`src/rtl/blkmv_pkg.sv`:
```
package blkmv_pkg;
  // Direction of offset stepping during a move.
  typedef enum logic {
    DIR_UP   = 1'b0,
    DIR_DOWN = 1'b1
  } blkmv_dir_e;
endpackage

```
`src/rtl/blkmv_phase.sv`:
```
// Per-byte phase counter. It decodes the read, capture, write and end-of-byte
// slots from a single small counter that idles at zero.
module blkmv_phase #(
  parameter int STEPS  = 7,
  parameter int RD_LAT = 1
) (
  input  logic clk,
  input  logic rst,
  input  logic run,
  output logic at_rd,
  output logic at_cap,
  output logic at_wr,
  output logic at_end
);
  localparam int PH_W   = (STEPS > 1) ? $clog2(STEPS) : 1;
  localparam int CAP_PH = RD_LAT;
  localparam int WR_PH  = RD_LAT + 1;
  localparam logic [PH_W-1:0] LAST_PH = PH_W'(STEPS - 1);

  logic [PH_W-1:0] ph;

  always_ff @(posedge clk) begin
    if (rst) begin
      ph <= '0;
    end else if (!run || ph == LAST_PH) begin
      ph <= '0;
    end else begin
      ph <= ph + 1'b1;
    end
  end

  assign at_rd  = run && (ph == '0);
  assign at_cap = run && (ph == PH_W'(CAP_PH));
  assign at_wr  = run && (ph == PH_W'(WR_PH));
  assign at_end = run && (ph == LAST_PH);
endmodule

```
`src/rtl/blkmv_ofs.sv`:
```
// 16-bit style wrap-around stepping register. The DOWN_ONLY variant is used
// for the remaining-count register, which always decrements.
module blkmv_ofs #(
  parameter int W         = 16,
  parameter bit DOWN_ONLY = 1'b0
) (
  input  logic         clk,
  input  logic         rst,
  input  logic         load,
  input  logic [W-1:0] load_val,
  input  logic         step,
  input  logic         down,
  output logic [W-1:0] q
);
  logic [W-1:0] nxt;

  generate
    if (DOWN_ONLY) begin : g_dec
      assign nxt = q - 1'b1;
    end else begin : g_bidir
      assign nxt = down ? (q - 1'b1) : (q + 1'b1);
    end
  endgenerate

  always_ff @(posedge clk) begin
    if (rst) begin
      q <= '0;
    end else if (load) begin
      q <= load_val;
    end else if (step) begin
      q <= nxt;
    end
  end
endmodule

```
`src/rtl/blkmv_port.sv`:
```
// Memory port driver: address mux, strobes and the one-byte holding register.
module blkmv_port #(
  parameter int BANK_W = 8,
  parameter int OFS_W  = 16,
  parameter int DATA_W = 8
) (
  input  logic                    clk,
  input  logic                    rst,
  input  logic                    at_rd,
  input  logic                    at_cap,
  input  logic                    at_wr,
  input  logic [BANK_W-1:0]       src_bank,
  input  logic [BANK_W-1:0]       dst_bank,
  input  logic [OFS_W-1:0]        src_ofs,
  input  logic [OFS_W-1:0]        dst_ofs,
  input  logic [DATA_W-1:0]       rdata,
  output logic [BANK_W+OFS_W-1:0] addr,
  output logic                    rd,
  output logic                    wr,
  output logic [DATA_W-1:0]       wdata
);
  logic [DATA_W-1:0] hold;

  always_ff @(posedge clk) begin
    if (rst) begin
      hold <= '0;
    end else if (at_cap) begin
      hold <= rdata;
    end
  end

  assign addr  = at_wr ? {dst_bank, dst_ofs} : {src_bank, src_ofs};
  assign rd    = at_rd;
  assign wr    = at_wr;
  assign wdata = hold;
endmodule

```
`src/rtl/block_move_engine.sv`:
```
module block_move_engine #(
  parameter int OFS_W  = 16,
  parameter int BANK_W = 8,
  parameter int DATA_W = 8,
  parameter int STEPS  = 7,
  parameter int RD_LAT = 1
) (
  input  logic                    clk,
  input  logic                    rst,
  input  logic                    start,
  input  logic                    dir_dec,
  input  logic [BANK_W-1:0]       src_bank,
  input  logic [BANK_W-1:0]       dst_bank,
  input  logic [OFS_W-1:0]        x_in,
  input  logic [OFS_W-1:0]        y_in,
  input  logic [OFS_W-1:0]        cnt_in,
  output logic                    busy,
  output logic                    done,
  output logic [OFS_W-1:0]        x_out,
  output logic [OFS_W-1:0]        y_out,
  output logic [OFS_W-1:0]        cnt_out,
  output logic [BANK_W-1:0]       dbr_out,
  output logic [BANK_W+OFS_W-1:0] mem_addr,
  output logic                    mem_rd,
  output logic                    mem_wr,
  output logic [DATA_W-1:0]       mem_wdata,
  input  logic [DATA_W-1:0]       mem_rdata
);
  import blkmv_pkg::*;

  localparam int ADDR_W = BANK_W + OFS_W;

  logic              busy_q, done_q;
  logic [BANK_W-1:0] sb_q, db_q, dbr_q;
  blkmv_dir_e        dir_q;
  logic              at_rd, at_cap, at_wr, at_end;
  logic              take;
  logic              last_byte;

  assign take      = start && !busy_q;
  assign last_byte = at_end && (cnt_out == '0);

  always_ff @(posedge clk) begin
    if (rst) begin
      busy_q <= 1'b0;
      done_q <= 1'b0;
      sb_q   <= '0;
      db_q   <= '0;
      dir_q  <= DIR_UP;
      dbr_q  <= '0;
    end else begin
      done_q <= 1'b0;
      if (take) begin
        busy_q <= 1'b1;
        sb_q   <= src_bank;
        db_q   <= dst_bank;
        dir_q  <= blkmv_dir_e'(dir_dec);
      end else if (last_byte) begin
        busy_q <= 1'b0;
        done_q <= 1'b1;
        dbr_q  <= db_q;
      end
    end
  end

  blkmv_phase #(.STEPS(STEPS), .RD_LAT(RD_LAT)) u_phase (
    .clk(clk), .rst(rst), .run(busy_q),
    .at_rd(at_rd), .at_cap(at_cap), .at_wr(at_wr), .at_end(at_end)
  );

  blkmv_ofs #(.W(OFS_W), .DOWN_ONLY(1'b0)) u_xreg (
    .clk(clk), .rst(rst), .load(take), .load_val(x_in),
    .step(at_end), .down(dir_q == DIR_DOWN), .q(x_out)
  );

  blkmv_ofs #(.W(OFS_W), .DOWN_ONLY(1'b0)) u_yreg (
    .clk(clk), .rst(rst), .load(take), .load_val(y_in),
    .step(at_end), .down(dir_q == DIR_DOWN), .q(y_out)
  );

  blkmv_ofs #(.W(OFS_W), .DOWN_ONLY(1'b1)) u_creg (
    .clk(clk), .rst(rst), .load(take), .load_val(cnt_in),
    .step(at_end), .down(1'b1), .q(cnt_out)
  );

  blkmv_port #(.BANK_W(BANK_W), .OFS_W(OFS_W), .DATA_W(DATA_W)) u_port (
    .clk(clk), .rst(rst),
    .at_rd(at_rd), .at_cap(at_cap), .at_wr(at_wr),
    .src_bank(sb_q), .dst_bank(db_q), .src_ofs(x_out), .dst_ofs(y_out),
    .rdata(mem_rdata),
    .addr(mem_addr), .rd(mem_rd), .wr(mem_wr), .wdata(mem_wdata)
  );

  assign busy    = busy_q;
  assign done    = done_q;
  assign dbr_out = dbr_q;

  logic unused_w;
  assign unused_w = ^{ADDR_W};
endmodule

```
`config.mk`:
```
export PLATFORM = sky130hd
export DESIGN_NAME = block_move_engine
export DESIGN_NICKNAME = d
export VERILOG_FILES = /design/src/rtl/blkmv_pkg.sv /design/src/rtl/blkmv_phase.sv /design/src/rtl/blkmv_ofs.sv /design/src/rtl/blkmv_port.sv /design/src/rtl/block_move_engine.sv
export SDC_FILE = /design/constraint.sdc
export NUM_CORES = 1
export LEC_CHECK = 0
export BUFFER_PORTS_ARGS = -buffer_cell sky130_fd_sc_hd__buf_4
export CORE_MARGIN = 2
export CORE_UTILIZATION = 50
export DETAILED_ROUTE_END_ITERATION = 10
export GPL_TIMING_DRIVEN = 1
export PLACE_DENSITY = 0.79
export SLEW_MARGIN = 20
export SYNTH_ARGS = -nofsm -noshare
export SYNTH_HDL_FRONTEND = slang
export SYNTH_SLANG_ARGS = --single-unit
```
`constraint.sdc`:
```
create_clock -name clk -period 4.7 [get_ports clk]
set_clock_uncertainty 0.2 [all_clocks]
set_input_delay 0.235 -clock clk [delete_from_list [all_inputs] [get_ports clk]]
set_output_delay 0.235 -clock clk [all_outputs]
set_load 0.03 [all_outputs]
```
==> impl_results.md, run 1 <==
- Hpwl dp: 10900 µm
- Pwr Density: 272 nW/µm²
- Worst Path Buf+Inv: 1
- Most common cell in the synthesized netlist: nand2_1
- Nets: 946
- Core Area: 9820 µm²
- Switch share: 0.316
- Area contributors post-synth: dfxtp_1 34%, nand2_1 8.4%, ha_1 8.4%
- GR Util All Layers: 0.295
- Max Cap Violations: 0
- Clk Latency, worst-skew pair: 0.36 ns
- Die span in x: 105 µm
- CTS tree: done
- Critical Path RT: 4.26 ns
- Crit path arrival time: 2.83 ns
- Remaining global-route overflow: 0
- Critical path cell sequence: nor2b_1 > nand2_2 > mux2_2 > buf_4
- Clk slew on worst S/H paths: 0.10 ns
- Number of antenna diodes: 0
- Register-to-register setup slack: 1.45 ns
- Antenna violations before repair: 0
- Period utilization: 0.694
- Starting density of the core: 0.519
- Setup TNS: 0 ns
- Register bit total from synthesis: 86
- Net Count, Synth: 739
- Cell area after layout: 7300 µm²
- Placed Cells: 894
- # IOs: 168
- Via/cell ratio: 5.68
- Synth unique cells: 56
- Total number of vias: 5523
- Final WL: 16500 µm
- Die area: 11000 µm²
- Die Y: 105 µm
- Primary FF master, synth: dfxtp_1
- Post-synth top area cell: dfxtp_1
- Setup Fix Bufs, Post-CTS: 0
- Area of the mapped netlist: 5090 µm²
- Number of detailed-route iterations in the first pass: 5
- Share of total power in combinational logic: 0.258
- Post-route ant nets: 0
- Leak Pwr: 3.19 nW
- Top cells by count, synth: 114 x nand2_1, 86 x dfxtp_1, 64 x a21oi_1, 56 x nor2_1, 34 x ha_1
- Fillers: 711
- CP top delay family: simple AND/OR/NAND/NOR gates
- # hold bufs at CTS: 61
- Worst slew margin: 0.413
- Final Power: 1.98 mW
- Yosys top cell area share: 0.338
- CP startpoint kind: register
- Hold crit path type: input port to register
- Max IR drop VDD: 0.203 mV
- Root Driver: clkbuf_8
- CP peak stage delay: 0.65 ns
- Max-slew violation count: 0
- Final weighted congestion in routability-driven placement: 0.863
- CTS sink cnt: 86
- Worst-Margin Slew: 0.881 ns
- CTS max path bufs: 2
- Max FO, Critical Path: 25
- Layout cells sized above 1: 0.269
- Row Count: 36
- Layout area overhead: 43.3%
- Status: finished, final reports clean
- Setup crit end kind: primary output
- CTS H-tree depth: 3
- Largest net degree at the start of global routing: 77
- Vias in the first global route: 5432
- Slowest CP cell: nor2b_1
- Ys Warns: 0
- Post-cts sizing count: 0
- Cts bufs inserted: 9
- Final hold vios: 0
- Finished Layout Cells: 972
- EDFF count, synth: 0
- Power Internal: 1.36 mW
- Post-DP Area: 6410 µm²
- Maximum clock rate: 0.306 GHz
- Final Setup Violations: 0
- Syn avg cell area: 8.12 µm²
- I/O Buffers: 167
- Reg power frac: 0.413
- RSZ-0062 raised after global routing: false
- Clock power frac: 0.328
- Iteration-0 DRC count of the detailed router: 309
- Sw Pwr: 0.626 mW
- Gate count after technology mapping: 627
- Crit Path Class: register to primary output
- Per-cell routed wire length: 16.9 µm
- DR DRC count: 0
- Synth async-reset ratio: 0
- Post-synthesis sequential area ratio: 0.338
- Clock period minus worst slack: 3.26 ns
- First-pass GRT wire length: 26600 µm
[metrics by stage]
step	hold WS [ns]	util	worst slack, ns
after detailed placement	0.247	0.653	1.53
after global routing	0.0452	0.743	1.25
final	0.0313	0.743	1.44
after CTS	0.0183	0.740	1.14
after global placement	0.240	0.653	1.64
after floorplan	0.171	-	1.69
[cells by family (layout without fill, tap and decap cells)]
| group | count (synthesis) | in the layout | synth area share |
|---|---|---|---|
| AO/OA/AOI/OAI | 163 | 163 | 0.208 |
| flip-flops | 86 | 86 | 0.338 |
| XOR/XNOR | 35 | 35 | 0.0602 |
| multiplexers | 33 | 33 | 0.0710 |
| buffers and inverters | 46 | 258 | 0.0349 |
| adder cells (fa/ha/maj) | 36 | 36 | 0.0914 |
| AND/OR/NAND/NOR | 228 | 228 | 0.197 |
[state kept, by name, summed over array words and instances (netlist names)]
| register | count |
|---|---|
| u_creg.q | 16 |
| u_xreg.q | 16 |
| u_yreg.q | 16 |
| db_q | 8 |
| dbr_out | 8 |
| sb_q | 8 |
| u_port.wdata | 8 |
| u_phase.ph | 3 |
| busy | 1 |
| dir_q | 1 |
| done | 1 |
[cells in the final DEF, fill, tap and decap left out, drive strengths merged, types with 3 or more instances in the layout]
master	n
a21oi	65
and2	3
nand3	22
ha	34
mux2	25
nor2	57
bufinv	3
o221ai	4
nor3	10
buf	172
xor2	17
a2111oi	6
nand4	4
or3	3
inv	12
nor2b	4
mux2i	8
a31oi	7
a21o	6
a311oi	15
o21bai	3
nand2	115
xnor2	18
a22oi	3
dfxtp	86
a31o	4
a211oi	14
dlygate4sd3	61
o211ai	5
o21ai	20
clkbuf	9
[cell type report]
cell class,instances,area (µm²),share of cell area
clock buffer,9,124,0.0170
timing repair buffer,233,1920,0.263
clock inverter,7,125,0.0171
tap,133,166,0.0228
inverter,9,33.8,0.00463
multi-input combinational,495,3210,0.439
sequential,86,1720,0.236
[final timing paths]
kind	from	to	depth (start not counted)
worst max-delay path	busy	mem_addr[0]	4
worst min-delay path	x_in[12]	u_xreg.q[12]	3
worst max register to register	dir_q	u_yreg.q[13]	9
worst min register to register	u_port.wdata[0]	u_port.wdata[0]	2
[worst reg2reg max path, stage by stage, from the launching register on]
cell and delay (ns):
dfxtp_1 0.62, buf_4 0.39, ha_1 0.38, a21o_1 0.21, a31o_1 0.18, a21oi_2 0.22
o21bai_1 0.17, a21boi_1 0.21, xor2_1 0.09, a2111oi_0 0.44
[layer usage]
layer  vias to the layer above  routed length, µm  global-route usage
met5                         -                  0                   0
met4                         0                368               0.113
met3                        30               1020              0.0480
met2                       217               8290               0.513
met1                      2609               6790               0.363
li1                       2667                  -                   -
[power by group through the flow]
stage / Clock [mW] / Combinational [mW] / Sequential, mW
2_1_floorplan: 0 / 0.235 / 0.882
4_1_cts: 0.663 / 0.502 / 0.819
5_1_grt: 0.696 / 0.549 / 0.827
3_3_place_gp: 0 / 0.447 / 0.833
6_report: 0.651 / 0.512 / 0.820
3_5_place_dp: 0 / 0.458 / 0.835
Note: power is estimated with default switching activity, not from simulation.
==> inputs of run 2 (changes only) <==
==> constraint.sdc (replaced) <==
create_clock -name clk -period 3.1 [get_ports clk]
set_clock_uncertainty 0.2 [all_clocks]
set_input_delay 0.155 -clock clk [delete_from_list [all_inputs] [get_ports clk]]
set_output_delay 0.155 -clock clk [all_outputs]
set_load 0.03 [all_outputs]
==> run 2 against run 1 <==
  * Register-to-register slack got worse by 1.1 ns
  * Critical path depth up 5
  * Hold slack improved by 0.11 ns
  * Global-route usage rose by 0.83 points
  * Non-clock buffer count rose by 21
  * Critical path type is now register to register
  * Critical endpoint is now u_xreg.q[14]
==> impl_results.md, run 2 (synthesis results as in run 1) <==
- Cts bufs inserted: 9
- CTS sink cnt: 86
- Reg power frac: 0.446
- Max-slew violation count: 0
- Clk Latency, worst-skew pair: 0.37 ns
- Max Cap Violations: 0
- I/O Buffers: 167
- Leak Pwr: 3.24 nW
- Setup crit end kind: register
- Max FO, Critical Path: 22
- Hold crit path type: input port to register
- Post-route ant nets: 0
- Clock period minus worst slack: 2.78 ns
- Starting density of the core: 0.519
- CP startpoint kind: register
- Power Internal: 1.82 mW
- Total number of vias: 5579
- Period utilization: 0.897
- Switch share: 0.345
- Via/cell ratio: 5.61
- CTS max path bufs: 2
- Crit path arrival time: 2.81 ns
- Final WL: 16900 µm
- Row Count: 36
- Clock power frac: 0.268
- GR Util All Layers: 0.303
- Layout area overhead: 45.2%
- Commonest non-fill, non-tap cell in the layout: buf_4
- Hold path startpoint: rst
- Worst-Margin Slew: 0.817 ns
- Maximum clock rate: 0.360 GHz
- DR DRC count: 0
- Final weighted congestion in routability-driven placement: 0.890
- Pwr Density: 376 nW/µm²
- Iteration-0 DRC count of the detailed router: 228
- Setup TNS: 0 ns
- Largest net degree at the start of global routing: 77
- Root Driver: clkbuf_8
- Hold Path Cell Cnt: 2
- CTS H-tree depth: 3
- Critical Path RT: 3.12 ns
- Reg2Reg Depth: 9
- Die area: 11000 µm²
- Share of total power in combinational logic: 0.286
- Per-cell routed wire length: 17.0 µm
- Final hold vios: 0
- Top flop regs: u_creg.q (16), u_xreg.q (16), u_yreg.q (16)
- Hpwl dp: 11200 µm
- R2R Path End: u_xreg.q[14]
- Post-DP Area: 6480 µm²
- Vias in the first global route: 5527
- Die span in x: 105 µm
- Register-to-register setup slack: 0.32 ns
- Hold endpoint: dbr_out[2]
- R2R Path Start: dir_q
- CTS tree: done
- Most frequent cells in the layout: 180 x buf_4, 114 x nand2_1, 86 x dfxtp_1, 74 x dlygate4sd3_1, 64 x a21oi_1
- Status: finished, final reports clean
- Core Area: 9820 µm²
- Final Setup Violations: 0
- Nets: 967
- RSZ-0062 raised after global routing: false
- Crit Path Class: register to register
- Final Power: 2.78 mW
- Antenna violations before repair: 1
- Post-cts sizing count: 0
- Remaining global-route overflow: 0
- Sw Pwr: 0.961 mW
- Clk slew on worst S/H paths: 0.09 ns
- Number of detailed-route iterations in the first pass: 5
- Layout cells sized above 1: 0.270
- First-pass GRT wire length: 27000 µm
- Worst slew margin: 0.455
- Die Y: 105 µm
- # IOs: 168
- Max IR drop VDD: 0.231 mV
- Cell area after layout: 7390 µm²
==> run 2: worst max-delay path: stages (launching register included) <==
cell and delay (ns):
dfxtp_1 0.36, buf_4 0.28, ha_1 0.33, a21oi_1 0.22, o21ai_1 0.14, a31o_2 0.27, a21oi_1 0.21, o21ai_1 0.11
a2111oi_0 0.39, a2111oi_0 0.12
==> run 2: layout make-up <==
cell class                      instances  area (µm²)
Antenna cell                            1        2.50
Clock buffer                           10         128
Clock inverter                          6        47.5
Fill cell                             742        2420
Inverter                                9        33.8
Multi-Input combinational cell        495        3200
Sequential cell                        86        1720
Tap cell                              133         166
Timing Repair Buffer                  254        2090
==> run 2: power by group through the flow <==
| stage | registers, mW | logic [mW] | clock network, mW |
|---|---|---|---|
| finish | 1.24 | 0.797 | 0.745 |
| global placement | 1.26 | 0.690 | 0 |
| detailed placement | 1.26 | 0.705 | 0 |
| floorplan | 1.34 | 0.357 | 0 |
| global route | 1.25 | 0.857 | 0.800 |
| CTS | 1.24 | 0.786 | 0.752 |
==> run 2: through the flow <==
stage               instances  hold WS [ns]  setup slack [ns]   util
finish                    994         0.142             0.319  0.753
global route              994         0.170             0.113  0.753
CTS                       993         0.134             0.305  0.753
detailed placement        903         0.217             0.333  0.660
global placement          903         0.203             0.411  0.660
floorplan                 627        0.0910            0.0938      -
==> run 2: layer usage <==
metal  wire length, µm  vias to the layer above  GRT usage  share of wire
met5                 0                        -          0              0
met4               477                        0      0.130          0.028
met3               904                       39     0.0493          0.054
met2              8450                      215      0.524           0.50
met1              7020                     2614      0.371           0.42
li1                  -                     2711          -              -
==> run 2: repair_timing <==
action	in CTS	in global routing
hold endpoints to repair	74	0
hold buffers	74	0
buffers inserted	0	0
==> run 2: how the worst max path moves through the flow <==
stage | startpoint | end | slack (ns) | cells after the start
6_report | dir_q | u_xreg.q[14] | 0.32 | 9
5_1_grt | dir_q | u_xreg.q[15] | 0.11 | 9
4_1_cts | dir_q | u_xreg.q[14] | 0.31 | 9
3_5_place_dp | dir_q | u_xreg.q[14] | 0.33 | 9
3_3_place_gp | dir_q | u_xreg.q[14] | 0.41 | 9
2_1_floorplan | dir_q | u_yreg.q[13] | 0.09 | 9
